==> src/rtl/fact_pkg.sv <==
package fact_pkg;
  localparam logic [7:0] OFS_DATA = 8'h08;
  localparam logic [7:0] OFS_STAT = 8'h20;
  localparam int unsigned STAT_BUSY_BIT = 0;
  localparam int unsigned STAT_IEN_BIT  = 7;
endpackage

==> src/rtl/fact_engine.sv <==
module fact_engine #(
  parameter int unsigned W = 32
) (
  input  logic         clk,
  input  logic         rst_n,
  input  logic         start,
  input  logic [W-1:0] operand,
  output logic         busy,
  output logic         finish,
  output logic [W-1:0] result,
  output logic         done_q
);
  logic         busy_q, busy_d;
  logic [W-1:0] cnt_q, cnt_d;
  logic [W-1:0] acc_q, acc_d;
  logic         done_d;
  logic         last;

  assign last   = (cnt_q <= W'(1));
  assign finish = busy_q & last;
  assign result = acc_q;
  assign busy   = busy_q;

  always_comb begin
    busy_d = busy_q;
    cnt_d  = cnt_q;
    acc_d  = acc_q;
    done_d = 1'b0;
    if (!busy_q) begin
      if (start) begin
        busy_d = 1'b1;
        cnt_d  = operand;
        acc_d  = W'(1);
      end
    end else if (last) begin
      busy_d = 1'b0;
      done_d = 1'b1;
    end else begin
      acc_d = acc_q * cnt_q;
      cnt_d = cnt_q - W'(1);
    end
  end

  always_ff @(posedge clk or negedge rst_n) begin
    if (!rst_n) begin
      busy_q <= 1'b0;
      cnt_q  <= '0;
      acc_q  <= '0;
      done_q <= 1'b0;
    end else begin
      busy_q <= busy_d;
      cnt_q  <= cnt_d;
      acc_q  <= acc_d;
      done_q <= done_d;
    end
  end

  AST_START_SETS_BUSY: assert property (@(posedge clk) disable iff (!rst_n)
    (start && !busy_q) |=> busy_q);
  AST_COUNT_STEP: assert property (@(posedge clk) disable iff (!rst_n)
    (busy_q && !last) |=> (busy_q && cnt_q == $past(cnt_q) - W'(1)));
  AST_DONE_SINGLE: assert property (@(posedge clk) disable iff (!rst_n)
    done_q |=> !done_q);
endmodule

==> src/rtl/fact_regs.sv <==
module fact_regs
  import fact_pkg::*;
#(
  parameter int unsigned ADDR_W = 8,
  parameter int unsigned W      = 32
) (
  input  logic              clk,
  input  logic              rst_n,
  input  logic              bus_wr,
  input  logic [ADDR_W-1:0] bus_addr,
  input  logic [W-1:0]      bus_wdata,
  output logic [W-1:0]      bus_rdata,
  input  logic              busy,
  input  logic              finish,
  input  logic [W-1:0]      result,
  input  logic              done_q,
  output logic              start,
  output logic [W-1:0]      operand,
  output logic              irq
);
  localparam logic [ADDR_W-1:0] A_DATA = ADDR_W'(OFS_DATA);
  localparam logic [ADDR_W-1:0] A_STAT = ADDR_W'(OFS_STAT);

  logic [W-1:0] data_q, data_d;
  logic         ien_q, ien_d;
  logic         hit_data, hit_stat;
  logic [W-1:0] stat_word;

  assign hit_data = (bus_addr == A_DATA);
  assign hit_stat = (bus_addr == A_STAT);
  assign start    = bus_wr & hit_data & ~busy;
  assign operand  = bus_wdata;

  always_comb begin
    data_d = data_q;
    if (finish)     data_d = result;
    else if (start) data_d = bus_wdata;
  end

  always_comb begin
    ien_d = ien_q;
    if (bus_wr && hit_stat) ien_d = bus_wdata[STAT_IEN_BIT];
  end

  always_ff @(posedge clk or negedge rst_n) begin
    if (!rst_n) begin
      data_q <= '0;
      ien_q  <= 1'b0;
    end else begin
      data_q <= data_d;
      ien_q  <= ien_d;
    end
  end

  always_comb begin
    stat_word                = '0;
    stat_word[STAT_BUSY_BIT] = busy;
    stat_word[STAT_IEN_BIT]  = ien_q;
  end

  always_comb begin
    if (hit_data)      bus_rdata = data_q;
    else if (hit_stat) bus_rdata = stat_word;
    else               bus_rdata = '0;
  end

  assign irq = done_q & ien_q;

  AST_DATA_FROZEN: assert property (@(posedge clk) disable iff (!rst_n)
    (busy && !finish) |=> $stable(data_q));
  AST_NO_IRQ_BUSY: assert property (@(posedge clk) disable iff (!rst_n)
    busy |-> !irq);
  AST_IRQ_AFTER_FALL: assert property (@(posedge clk) disable iff (!rst_n)
    irq |-> ($past(busy) && !busy));
  AST_STATUS_CLEAN: assert property (@(posedge clk) disable iff (!rst_n)
    hit_stat |-> ((bus_rdata & ~(W'(1) << STAT_BUSY_BIT) & ~(W'(1) << STAT_IEN_BIT)) == '0));
endmodule

==> src/rtl/fact_unit.sv <==
module fact_unit #(
  parameter int unsigned ADDR_W = 8,
  parameter int unsigned DATA_W = 32
) (
  input  logic              clk,
  input  logic              rst_n,
  input  logic              bus_wr,
  input  logic [ADDR_W-1:0] bus_addr,
  input  logic [DATA_W-1:0] bus_wdata,
  output logic [DATA_W-1:0] bus_rdata,
  output logic              irq_done
);
  logic [1:0]        rst_sync_q;
  logic              rst_int_n;
  logic              start, busy, finish, done_q;
  logic [DATA_W-1:0] operand, result;

  always_ff @(posedge clk or negedge rst_n) begin
    if (!rst_n) rst_sync_q <= 2'b00;
    else        rst_sync_q <= {rst_sync_q[0], 1'b1};
  end
  assign rst_int_n = rst_sync_q[1];

  fact_regs #(.ADDR_W(ADDR_W), .W(DATA_W)) u_regs (
    .clk(clk), .rst_n(rst_int_n),
    .bus_wr(bus_wr), .bus_addr(bus_addr), .bus_wdata(bus_wdata),
    .bus_rdata(bus_rdata),
    .busy(busy), .finish(finish), .result(result), .done_q(done_q),
    .start(start), .operand(operand), .irq(irq_done)
  );

  fact_engine #(.W(DATA_W)) u_engine (
    .clk(clk), .rst_n(rst_int_n),
    .start(start), .operand(operand),
    .busy(busy), .finish(finish), .result(result), .done_q(done_q)
  );

  AST_IRQ_ONE_CYCLE: assert property (@(posedge clk) disable iff (!rst_int_n)
    irq_done |=> !irq_done);
endmodule

==> config.mk <==
export PLATFORM = sky130hd
export DESIGN_NAME = fact_unit
export DESIGN_NICKNAME = d
export VERILOG_FILES = /design/src/rtl/fact_pkg.sv /design/src/rtl/fact_engine.sv /design/src/rtl/fact_regs.sv /design/src/rtl/fact_unit.sv
export SDC_FILE = /design/constraint.sdc
export NUM_CORES = 1
export LEC_CHECK = 0
export BUFFER_PORTS_ARGS = -buffer_cell sky130_fd_sc_hd__buf_4
export CORE_UTILIZATION = 50
export CTS_CLUSTER_SIZE = 28
export DETAILED_ROUTE_END_ITERATION = 8
export MAX_ROUTING_LAYER = met4
export PLACE_DENSITY = 0.79
export SLEW_MARGIN = 20
export SYNTH_ARGS = -nofsm -noshare
export SYNTH_HDL_FRONTEND = slang
export SYNTH_HIERARCHICAL = 1
export SYNTH_SLANG_ARGS = --single-unit
==> constraint.sdc <==
create_clock -name clk -period 3 [get_ports clk]
set_clock_uncertainty 0.15 [all_clocks]
set_input_delay 0.3 -clock clk [delete_from_list [all_inputs] [get_ports clk]]
set_output_delay 0.3 -clock clk [all_outputs]
set_load 0.02 [all_outputs]
* Word level (Yosys, flattened, before mapping)
Cells that the tools add are included.
W data, S select, Z words.
** Storage, ports and cells
- Flip-flop bits (word level) :: 101
- Latch bits :: 0
- Bits in writable memories :: 0
- ROM bits :: 0
- Input port bits :: 43
- Output and inout port bits :: 33
- Word-level logic and storage cells :: 36
- Memories :: 0
** Operators by class
- Add/sub/neg operators :: 1
- Multipliers :: 1
- Divide/modulo/power cells :: 0
- Order comparisons :: 1
- Equal/unequal tests :: 3
- Shift-type cells :: 0
- Mux-type cells :: 14
- Bitwise logic cells :: 5
- Reductions and logical operators :: 4
** Operators by type and width (count)
- $mux W32 :: 8
- $le A32 B1 Y1 const B :: 1
- $mul A32 B32 Y32 :: 1
- $sub A32 B1 Y32 const B :: 1
- $eq A8 B4 Y1 const B :: 1
- $eq A8 B6 Y1 const B :: 1
- $mux W8 :: 1
- $mux W1 :: 5
- $and A1 B1 Y1 :: 4
- $reduce_bool A2 Y1 :: 2
- $ne A2 B2 Y1 const B :: 1
- $reduce_and A2 Y1 :: 1
- $logic_and A1 B1 Y1 :: 1
- $not A1 Y1 :: 1

* Logic depth before layout (Yosys ltp)
Gate-level depths: netlist of the first run.
- Word-level depth :: 5
- Gate-level depth with buffers :: 27
- Gate-level depth less buffers :: 24

* Cells and area by module
The synthesis of the first run kept the hierarchy.
** Modules (own cells, without submodules)
- fact_engine :: instances 1, cells each 2105, area an instance 19074.5 sq um, sequential area each 1651.6 sq um
- fact_regs :: instances 1, cells each 191, area an instance 2003.2 sq um, sequential area each 825.8 sq um
- fact_unit :: instances 1, cells each 3, area an instance 53.8 sq um, sequential area each 50.0 sq um

* Worst setup path after synthesis of the first run
Ideal clock, no wire load.
- Path type :: register to register
- Start :: reg u_engine.cnt_q[6]
- End :: reg u_engine.acc_q[29], in the netlist u_engine/result[29]
- Setup time :: 122 ps
- Data arrival time :: 6881 ps
- Data required time :: 2728 ps
- Path slack :: -4152 ps
- Cell stages (with the launch flop) :: 26
- Path buffers :: 3
- Period minus slack after synthesis :: 7152 ps
- Path through :: dfrtp_1 -> clkbuf_1 -> clkbuf_1 -> and2_1 -> fa_1 -> fa_1 -> fa_1 -> inv_1 -> fa_1 -> inv_1 -> fa_1 -> inv_1 -> fa_1 -> inv_1 -> fa_1 -> fa_1 -> ha_1 -> clkbuf_1 -> a21o_1 -> a31oi_1 -> o311ai_0 -> a211oi_1 -> a21oi_1 -> o21a_1 -> or3_1 -> a32o_1
** Between the ends
- Cells in the longest elaborated chain, start to end :: 3
- Elaborated cells on any way between the ends :: 6
- Classes of those cells :: mul: 1; order compare: 1; eq/ne: 1; mux: 2; reduce/logical: 1
** RTL lines
- from (decl) :: line fact_engine.sv:14 : logic [W-1:0] cnt_q, cnt_d;
- from (signal assigned) :: line fact_engine.sv:52 : cnt_q <= cnt_d;
- $mul A32 B32 Y32 or $le A32 B1 Y1 (tied branches) :: line fact_engine.sv:39, fact_engine.sv:19
- $mux W32 or $ne A2 B2 Y1 (tied branches)
- $mux W32 or $reduce_and A2 Y1 (tied branches)
- to (signal assigned) :: line fact_engine.sv:48 : acc_q <= '0;
- to (signal assigned) :: line fact_engine.sv:53 : acc_q <= acc_d;
- to (decl) :: line fact_engine.sv:15 : logic [W-1:0] acc_q, acc_d;
Several ways; a longest one is shown, not always the timed one. The select of a mux whose other input is x is not followed.
A chain may end at the register's enable or synchronous reset.

* Final worst setup path of the first run
- Start :: reg u_engine.cnt_q[7]
- End :: reg u_engine.acc_q[29], in the netlist u_engine/result[29]
Same word-level chain as after synthesis.

==> results of run 1 <==
## per-stage QoR
stage | area, um2 | hold slack (ns) | utilization, %
6_report | 26920 | 0.02923 | 65.18
5_1_grt | 26910 | 0.01416 | 65.17
4_1_cts | 26320 | 0.008745 | 63.73
3_5_place_dp | 24630 | -0.06716 | 59.65
3_3_place_gp | 24630 | -0.06767 | 59.65
2_1_floorplan | 21680 | -0.1456 | -
## registers in the layout, indices dropped and copies added, names as in the netlist
| register | cells |
|---|---|
| rst_sync_q | 2 |
| u_engine/busy | 1 |
| u_engine/cnt_q | 32 |
| u_engine/done_q | 1 |
| u_engine/result | 32 |
| u_regs/data_q | 32 |
| u_regs/ien_q | 1 |
## worst reg2reg max path: cells and delay by family, from the launching register on
kind,cells,cell delay [ns]
flops,1,0.40
simple gates,2,0.46
buf+inv,5,0.33
fa+ha+maj,9,4.32
compound gates,7,1.30
## layout by cell type (no fill, tap or decap), drive strengths merged, types with 10 or more instances in the layout
cell type	n
buf	459
fa	408
inv	394
and2	373
nand2	278
ha	125
dfrtp	101
xnor2	61
o21ai	41
a21oi	40
a221o	33
nor2	27
a211oi	23
xor2	23
nor2b	22
nor3	22
a21o	15
nand3	13
clkbuf	11
or4	10
## cell type report
cell class	instances	area, um2
multi-input cells	1629	17730
fillers	3030	14380
repair buffers	463	4204
flip-flops and latches	101	2550
inverters	391	1468
well taps	532	665.6
clock buffers	9	225.2
clock inverters	7	67.56
diodes	4	10.01
## final timing paths
| check | to | depth (start not counted) |
|---|---|---|
| worst max-delay path | u_engine/result[29] | 23 |
| worst min-delay path | u_regs/data_q[11] | 2 |
| worst max register to register | u_engine/result[29] | 23 |
| worst min register to register | u_engine/cnt_q[25] | 0 |
| max in group asynchronous | u_engine/cnt_q[5] | 1 |
| min in group asynchronous | u_engine/cnt_q[25] | 0 |
## per-layer routing
layer  vias to the layer above  track usage, %  part of all wire (%)
li1                       7575               -                     -
met1                      9094           41.98                    38
met2                       991           53.06                    48
met3                       202           7.443                   9.7
met4                         0           11.09                   3.8
met5                         -               -                     0
## cells by family after synthesis
family | Yosys count | synth area share [%]
xor+xnor | 85 | 3.588
buf+inv | 572 | 10.94
mux | 11 | 0.5329
flops | 101 | 11.96
fa+ha+maj | 533 | 46.05
other cells | 1 | 0.01775
compound gates | 209 | 7.034
simple gates | 787 | 19.88
## timing repair
| action | 4_1_cts | 5_1_grt |
|---|---|---|
| resized for setup | 224 | 89 |
| setup buffers | 38 | 25 |
| setup endpoints to repair | 98 | 98 |
| hold buffers | 1 | 0 |
| endpoints found under the hold margin | 2 | 0 |
| pin swaps | 168 | 108 |
| cloned | 4 | 3 |
==> results.txt, run 1 <==
CORE AREA - 41290 um2
Top FF cell, synth - dfrtp_1
Die Area - 43090 um2
Ranking of synthesized cells by area - fa_1 (39%), dfrtp_1 (12%), and2_1 (11%), ha_1 (7.4%), inv_1 (6.9%)
Largest net degree at the start of global routing - 87
Pins Over Slew Limit - 0
Max stage delay on crit path - 0.54 ns
Setup TNS - -113.44 ns
Initial antenna violation count - 5
H-tree depth - 3
Post-route ant nets - 0
Vias in the first global route - 19250
Num CTS Buffers - 9
Crit-path cells - buf_6 -> and2_4 -> fa_1 -> fa_1 -> fa_1 -> inv_2 -> fa_1 -> inv_1 -> fa_1 -> inv_2 -> fa_1 -> inv_2 -> fa_2 -> fa_1 -> ha_4 -> a21o_1 -> a31oi_4 -> o311ai_4 -> a211oi_2 -> a21oi_2 -> o21a_1 -> or3_1 -> a32o_1
I/O Buffers - 75
Initial Util - 51.17%
Final worst path period need - 7.065 ns
Reg2reg start - u_engine/cnt_q[7]
Worst min path class - input pin to register
Iter 0 DRT Violations - 1670
Crit path kind - register to register
Total number of vias - 17860
Final period utilization - 235.5%
Synth top cells by count - fa_1 (408), inv_1 (391), and2_1 (373)
Fmax - 141.5 MHz
Final hold vios - 0
Routed vias/inst - 5.696
Yosys cell types - 68
Post-DR wirelength/cell - 21.86 um
Crit path from - u_engine/cnt_q[7]
CTS tree - yes
Cell mode on critical path - fa_1
Critical path buffer and inverter count - 5
DP Wirelength - 52460 um
CP top delay family - adder cells
Syn avg cell area - 9.192 um2
Skew-Pair Late Insertion Delay - 0.37 ns
Most frequent cell after synthesis - fa_1
First-pass GRT wire length - 107100 um
Row count - 74
CP Launch Type - register
Final setup fails - 97
Syn Inst Count - 2299
Relative slew slack - 58.57%
All-layer global routing usage - 33.27%
Net Count, Synth - 2875
Crit-path slowest cell - fa_2
I/O pin count - 76
Die W - 207.6 um
Finished Layout Cells - 3136
Setup crit end kind - register
Dpl cells - 3047
Die H - 207.6 um
Min-delay src - bus_wdata[11]
Routed wire length - 68540 um
CTS clk-pin slew, worst paths - 0.08 ns
Max-Cap Viols - 0
EDFF count, synth - 0
Outcome - finished with violations
Worst-path maximum fanout - 4
Worst Path Arrival - 7.18 ns
Final setup slack of the worst path - -4.065 ns
Clock buffer depth - 2
Sequential-to-total area share from yosys stat - 11.96%
Slew @ Worst Pin - 0.6168 ns
RSZ-0062 raised after global routing - true
Syn Std Cell Area - 21130 um2
Clock Tree Root - clkbuf_16
Yosys Warn Count - 6
Final GP Congestion - 0.9617
Largest area contributor in the netlist - fa_1
Area share of the leading cell type in the synthesized netlist - 38.65%
Post-route DRC - 0
R2R Setup Slk - -4.07 ns
Synth Register Bits - 101
Failing checks - setup timing
Syn-to-layout area delta - 27.37%
Nets - 3171
Worst slack, placed - -4.026 ns
Grt ovf - 0
Sink Count - 101
Layout cells sized above 1 - 28.12%
Critical path required time - 3.11 ns
Drt pass-1 iters - 5
Async SR Flop Fraction - 100.0%
Power of run 1 is not shown: default switching activity piles up to over one toggle a cycle in this logic, so the estimate is an artifact.
==> run 2: changes to the inputs <==
--- a/config.mk
+++ b/config.mk
@@ -9,8 +9,10 @@
 export CORE_UTILIZATION = 50
 export CTS_CLUSTER_SIZE = 28
 export DETAILED_ROUTE_END_ITERATION = 8
+export GPL_TIMING_DRIVEN = 0
 export MAX_ROUTING_LAYER = met4
 export PLACE_DENSITY = 0.79
+export SKIP_CTS_REPAIR_TIMING = 1
 export SLEW_MARGIN = 20
 export SYNTH_ARGS = -nofsm -noshare
 export SYNTH_HDL_FRONTEND = slang
==> run 2 against run 1 <==
Effect of this change:
- the run ends with hold timing, setup timing left
- die area is the same
- via count shrank 1.8%
- global-route usage rose by 2.8 points
- critical path depth up 1
- critical path type unchanged
- highest routed layer unchanged
- utilization fell by 4.4 points
- largest cell class unchanged
- fmax down 6.3%
- register-to-register slack worse by 0.47 ns
- critical endpoint unchanged
- wire length is 9.5% higher
==> results.txt, run 2 (same netlist as run 1, synthesis figures left out) <==
Drt pass-1 iters - 5
Reg2reg end - u_engine/result[29]
First-pass GRT wire length - 110800 um
Worst-path maximum fanout - 8
Setup crit end kind - register
Pins Over Slew Limit - 0
Worst Path Arrival - 7.65 ns
H-tree depth - 3
Skew-Pair Late Insertion Delay - 0.39 ns
Cell mode on critical path - fa_1
Final GP Congestion - 1.061
Crit path kind - register to register
Iter 0 DRT Violations - 1935
CTS clk-pin slew, worst paths - 0.09 ns
Num CTS Buffers - 9
Worst min path class - register to asynchronous set/reset pin
Initial antenna violation count - 4
Crit-path cells - buf_8 -> buf_8 -> and2_4 -> fa_1 -> fa_1 -> fa_1 -> inv_2 -> fa_1 -> inv_2 -> fa_1 -> inv_2 -> fa_1 -> inv_2 -> fa_2 -> fa_2 -> ha_4 -> a21o_1 -> a31oi_4 -> o311ai_4 -> a211oi_2 -> a21oi_4 -> o21a_1 -> or3_1 -> a32o_1
Final setup fails - 91
CTS tree - yes
Post-DR wirelength/cell - 24.96 um
Post-route ant nets - 0
Final worst path period need - 7.538 ns
RSZ-0062 raised after global routing - true
R2R cell count - 24
R2R Setup Slk - -4.54 ns
All-layer global routing usage - 36.04%
Critical path required time - 3.11 ns
Die W - 207.6 um
Vias in the first global route - 18340
Layout fillers - 3348
Total number of vias - 17530
Die Area - 43090 um2
I/O Buffers - 75
I/O pin count - 76
Final hold vios - 8
Most common cell after layout, fill and taps aside - fa_1
Outcome - finished with violations
CP Launch Type - register
DP Wirelength - 59190 um
Layout cells sized above 1 - 21.03%
Util after Layout - 60.74%
Largest net degree at the start of global routing - 49
Initial Util - 51.17%
Fmax - 132.7 MHz
Max-Cap Viols - 0
Max stage delay on crit path - 0.55 ns
Routed wire length - 75070 um
Die H - 207.6 um
Routed vias/inst - 5.831
Sequential cell area - 2576 um2
Hold slack final - -0.003205 ns
Relative slew slack - 44.88%
Crit-path slowest cell - fa_2
Area of the multi-input gates - 17310 um2
Grt ovf - 0
Post-route DRC - 0
Row count - 74
Reg2reg start - u_engine/cnt_q[6]
CORE AREA - 41290 um2
Nets - 3044
Slew @ Worst Pin - 0.8268 ns
Sink Count - 101
Commonest non-fill, non-tap cells in the layout - fa_1 (392), inv_1 (374), and2_1 (357), nand2_1 (275), buf_4 (195)
Clock buffer depth - 2
Failing checks - hold timing, setup timing
Syn-to-layout area delta - 18.70%
Clock Tree Root - clkbuf_16
Final period utilization - 251.3%
Final setup slack of the worst path - -4.538 ns
[run 2: cell count changes in the layout (fill, tap and decap cells not counted), moves of 9 or more]
cell and change:
buf_4 -173, clkbuf_1 +25, clkbuf_2 +24, buf_12 -22, clkbuf_4 +22, buf_6 -16
dfrtp_1 -13, buf_2 +12, dfrtp_2 +9, o21ai_2 -9
[run 2: metal layers]
metal | vias up | GRT usage (%) | share of wire, %
met5 | - | - | 0
met4 | 0 | 17.96 | 6.1
met3 | 248 | 8.971 | 11
met2 | 1059 | 56.14 | 46
met1 | 8915 | 43.70 | 38
li1 | 7311 | - | -
[run 2: final cells by class]
type | instances | share of cell area (%)
multi-input combinational | 1626 | 69.02
buffer | 170 | 5.322
inverter | 391 | 5.851
clock inverter | 7 | 0.2694
sequential | 101 | 10.27
timing repair buffer | 169 | 5.696
clock buffer | 9 | 0.8978
antenna | 2 | 0.01995
tap | 532 | 2.654
[run 2: through the flow]
stage | setup WS [ns] | setup TNS, ns | area [um2] | std cells
finish | -4.538 | -116.17 | 25080 | 3007
floorplan | -3.913 | -78.81 | 21680 | 2299
global placement | -5.404 | -159.27 | 22900 | 2906
global route | -4.705 | -125.09 | 25080 | 3007
CTS | -5.414 | -167.00 | 23250 | 2924
detailed placement | -5.389 | -164.47 | 22960 | 2908
[run 2: worst max-delay path, delay by kind of cell, from the launching register on]
family / cells / cell delay [ns]
buf+inv: 6 / 0.47
flops: 1 / 0.44
simple gates: 2 / 0.45
fa+ha+maj: 9 / 4.38
compound gates: 7 / 1.54
[run 2: worst max path at each step]
stage | start | endpoint | slack [ns] | cells past startpoint
finish | u_engine/cnt_q[6] | u_engine/result[29] | -4.54 | 24
global placement | u_engine/result[4] | u_engine/result[31] | -5.40 | 23
global route | u_engine/cnt_q[2] | u_engine/result[29] | -4.71 | 23
detailed placement | u_engine/result[14] | u_engine/result[31] | -5.39 | 23
CTS | u_engine/result[14] | u_engine/result[31] | -5.41 | 23
floorplan | u_engine/cnt_q[6] | u_engine/result[29] | -3.91 | 24
Power of run 2 is left out for the same reason.
==> run 3: changes to the inputs <==
--- a/config.mk
+++ b/config.mk
@@ -11,7 +11,7 @@
 export DETAILED_ROUTE_END_ITERATION = 8
 export GPL_TIMING_DRIVEN = 0
 export MAX_ROUTING_LAYER = met4
-export PLACE_DENSITY = 0.79
+export PLACE_DENSITY = 0.77
 export SKIP_CTS_REPAIR_TIMING = 1
 export SLEW_MARGIN = 20
 export SYNTH_ARGS = -nofsm -noshare
==> constraint.sdc (replaced) <==
create_clock -name clk -period 7.6 [get_ports clk]
set_clock_uncertainty 0.15 [all_clocks]
set_input_delay 0.76 -clock clk [delete_from_list [all_inputs] [get_ports clk]]
set_output_delay 0.76 -clock clk [all_outputs]
set_load 0.02 [all_outputs]
==> run 3 against run 2 <==
Effect of this change:
- the flow now finishes without violations
- wire length decreased by 1.4%
- first-iteration DRC count decreased by 17%
- final area fell by 5.5%
- critical endpoint unchanged
- largest cell class unchanged
- highest routed layer unchanged
==> results.txt, run 3 (same netlist as run 1, synthesis figures left out) <==
Worst-path maximum fanout - 10
First-pass GRT wire length - 110300 um
Initial antenna violation count - 5
CTS tree - yes
Setup crit end kind - register
H-tree depth - 3
Slew @ Worst Pin - 1.177 ns
Vias in the first global route - 17850
Routed wire length - 74000 um
Final setup fails - 0
Layout cells sized above 1 - 14.57%
I/O pin count - 76
Most common cell after layout, fill and taps aside - fa_1
Syn-to-layout area delta - 12.14%
Worst Path Arrival - 7.59 ns
Cell mode on critical path - fa_1
Max stage delay on crit path - 0.58 ns
Routed vias/inst - 5.735
Final GP Congestion - 1.015
Crit path kind - register to register
Post-route DRC - 0
DP Wirelength - 58950 um
Critical path required time - 7.71 ns
Die H - 207.6 um
CTS clk-pin slew, worst paths - 0.10 ns
All-layer global routing usage - 36.07%
Die Area - 43090 um2
CP Launch Type - register
Grt ovf - 0
Crit-path cells - clkbuf_2 -> and2_1 -> fa_1 -> fa_1 -> fa_1 -> inv_1 -> fa_1 -> inv_1 -> fa_1 -> fa_1 -> fa_1 -> fa_1 -> ha_4 -> a21oi_1 -> o311ai_4 -> a211oi_2 -> a21oi_4 -> o21a_1 -> or3_1 -> a32o_2
Worst slack, placed - -1.864 ns
CORE AREA - 41290 um2
Final hold vios - 0
Sink Count - 101
Clock Tree Root - clkbuf_16
Row count - 74
Pins Over Slew Limit - 0
Iter 0 DRT Violations - 1602
Post-DR wirelength/cell - 24.93 um
Dpl cell area - 22400 um2
CP top delay family - adder cells
Nets - 3001
Max-Cap Viols - 0
Num CTS Buffers - 9
Skew-Pair Late Insertion Delay - 0.39 ns
Clock buffer depth - 2
Largest net degree at the start of global routing - 52
Post-route cell area - 23700 um2
Relative slew slack - 21.51%
Final setup slack of the worst path - 0.1243 ns
Crit-path slowest cell - fa_1
Total number of vias - 17020
Die W - 207.6 um
Post-route ant nets - 0
I/O Buffers - 75
RSZ-0062 raised after global routing - true
Final worst path period need - 7.476 ns
Worst min path class - register to asynchronous set/reset pin
Commonest non-fill, non-tap cells in the layout - fa_1 (403), inv_1 (389), and2_1 (367), nand2_1 (277), buf_4 (169)
Outcome - complete, no violations
Initial Util - 51.17%
Critical path buffer and inverter count - 3
Drt pass-1 iters - 5
Final period utilization - 98.36%
Fmax - 133.8 MHz
run 3: changes by cell type in the layout (fill, tap and decap cells not counted), sizes merged:
| cell | change |
|---|---|
| clkinv | -2 |
| inv | +2 |
| diode | +4 |
| buf | -48 |
| clkbuf | +5 |
run 3: layout make-up:
type	instances	area, um2
inverter	391	1468
buffer	163	1077
clock buffer	9	225.2
clock inverter	7	62.56
fill	3598	17600
antenna	6	15.01
sequential	101	2580
timing repair buffer	133	1042
tap	532	665.6
multi-input combinational	1626	16560
run 3: worst paths after layout:
| check | start | depth (start not counted) | slack [ns] | end |
|---|---|---|---|---|
| setup reg to reg | u_engine/cnt_q[7] | 20 | 0.12 | u_engine/result[29] |
| hold / removal | rst_sync_q[1] | 0 | 0.23 | u_regs/data_q[28] |
| min in group clk | rst_sync_q[0] | 0 | 0.23 | rst_sync_q[1] |
| hold reg to reg | rst_sync_q[1] | 0 | 0.23 | u_regs/data_q[28] |
| max in group asynchronous | rst_sync_q[1] | 1 | 6.30 | u_engine/result[21] |
| setup / recovery | u_engine/cnt_q[7] | 20 | 0.12 | u_engine/result[29] |
run 3: worst reg2reg max path, stage by stage (launching register included):
cell	delay (ns)
dfrtp_2	0.53
clkbuf_2	0.37
and2_1	0.21
fa_1	0.45
fa_1	0.50
fa_1	0.52
inv_1	0.06
fa_1	0.48
inv_1	0.05
fa_1	0.48
fa_1	0.58
fa_1	0.45
fa_1	0.56
ha_4	0.24
a21oi_1	0.28
o311ai_4	0.20
a211oi_2	0.29
a21oi_4	0.15
o21a_1	0.23
or3_1	0.31
a32o_2	0.27
run 3: metal layers:
layer | track usage, % | vias to the layer above | wire (um)
met3 | 7.035 | 197 | 7559
met2 | 56.22 | 940 | 33890
met5 | - | - | 0
met4 | 17.29 | 0 | 4224
met1 | 45.23 | 8639 | 28320
li1 | - | 7245 | -
run 3: through the flow:
step           util, %  cells  setup TNS (ns)  hold WS, ns
6_report         57.39   2968               0       0.2251
3_5_place_dp     54.24   2907          -10.98       0.2016
3_3_place_gp     54.15   2906          -11.11       0.1878
2_1_floorplan        -   2299               0       0.1812
5_1_grt          57.38   2967        -0.06374       0.2332
4_1_cts          54.94   2923          -12.04    -0.009380
Power of run 3 is left out for the same reason.
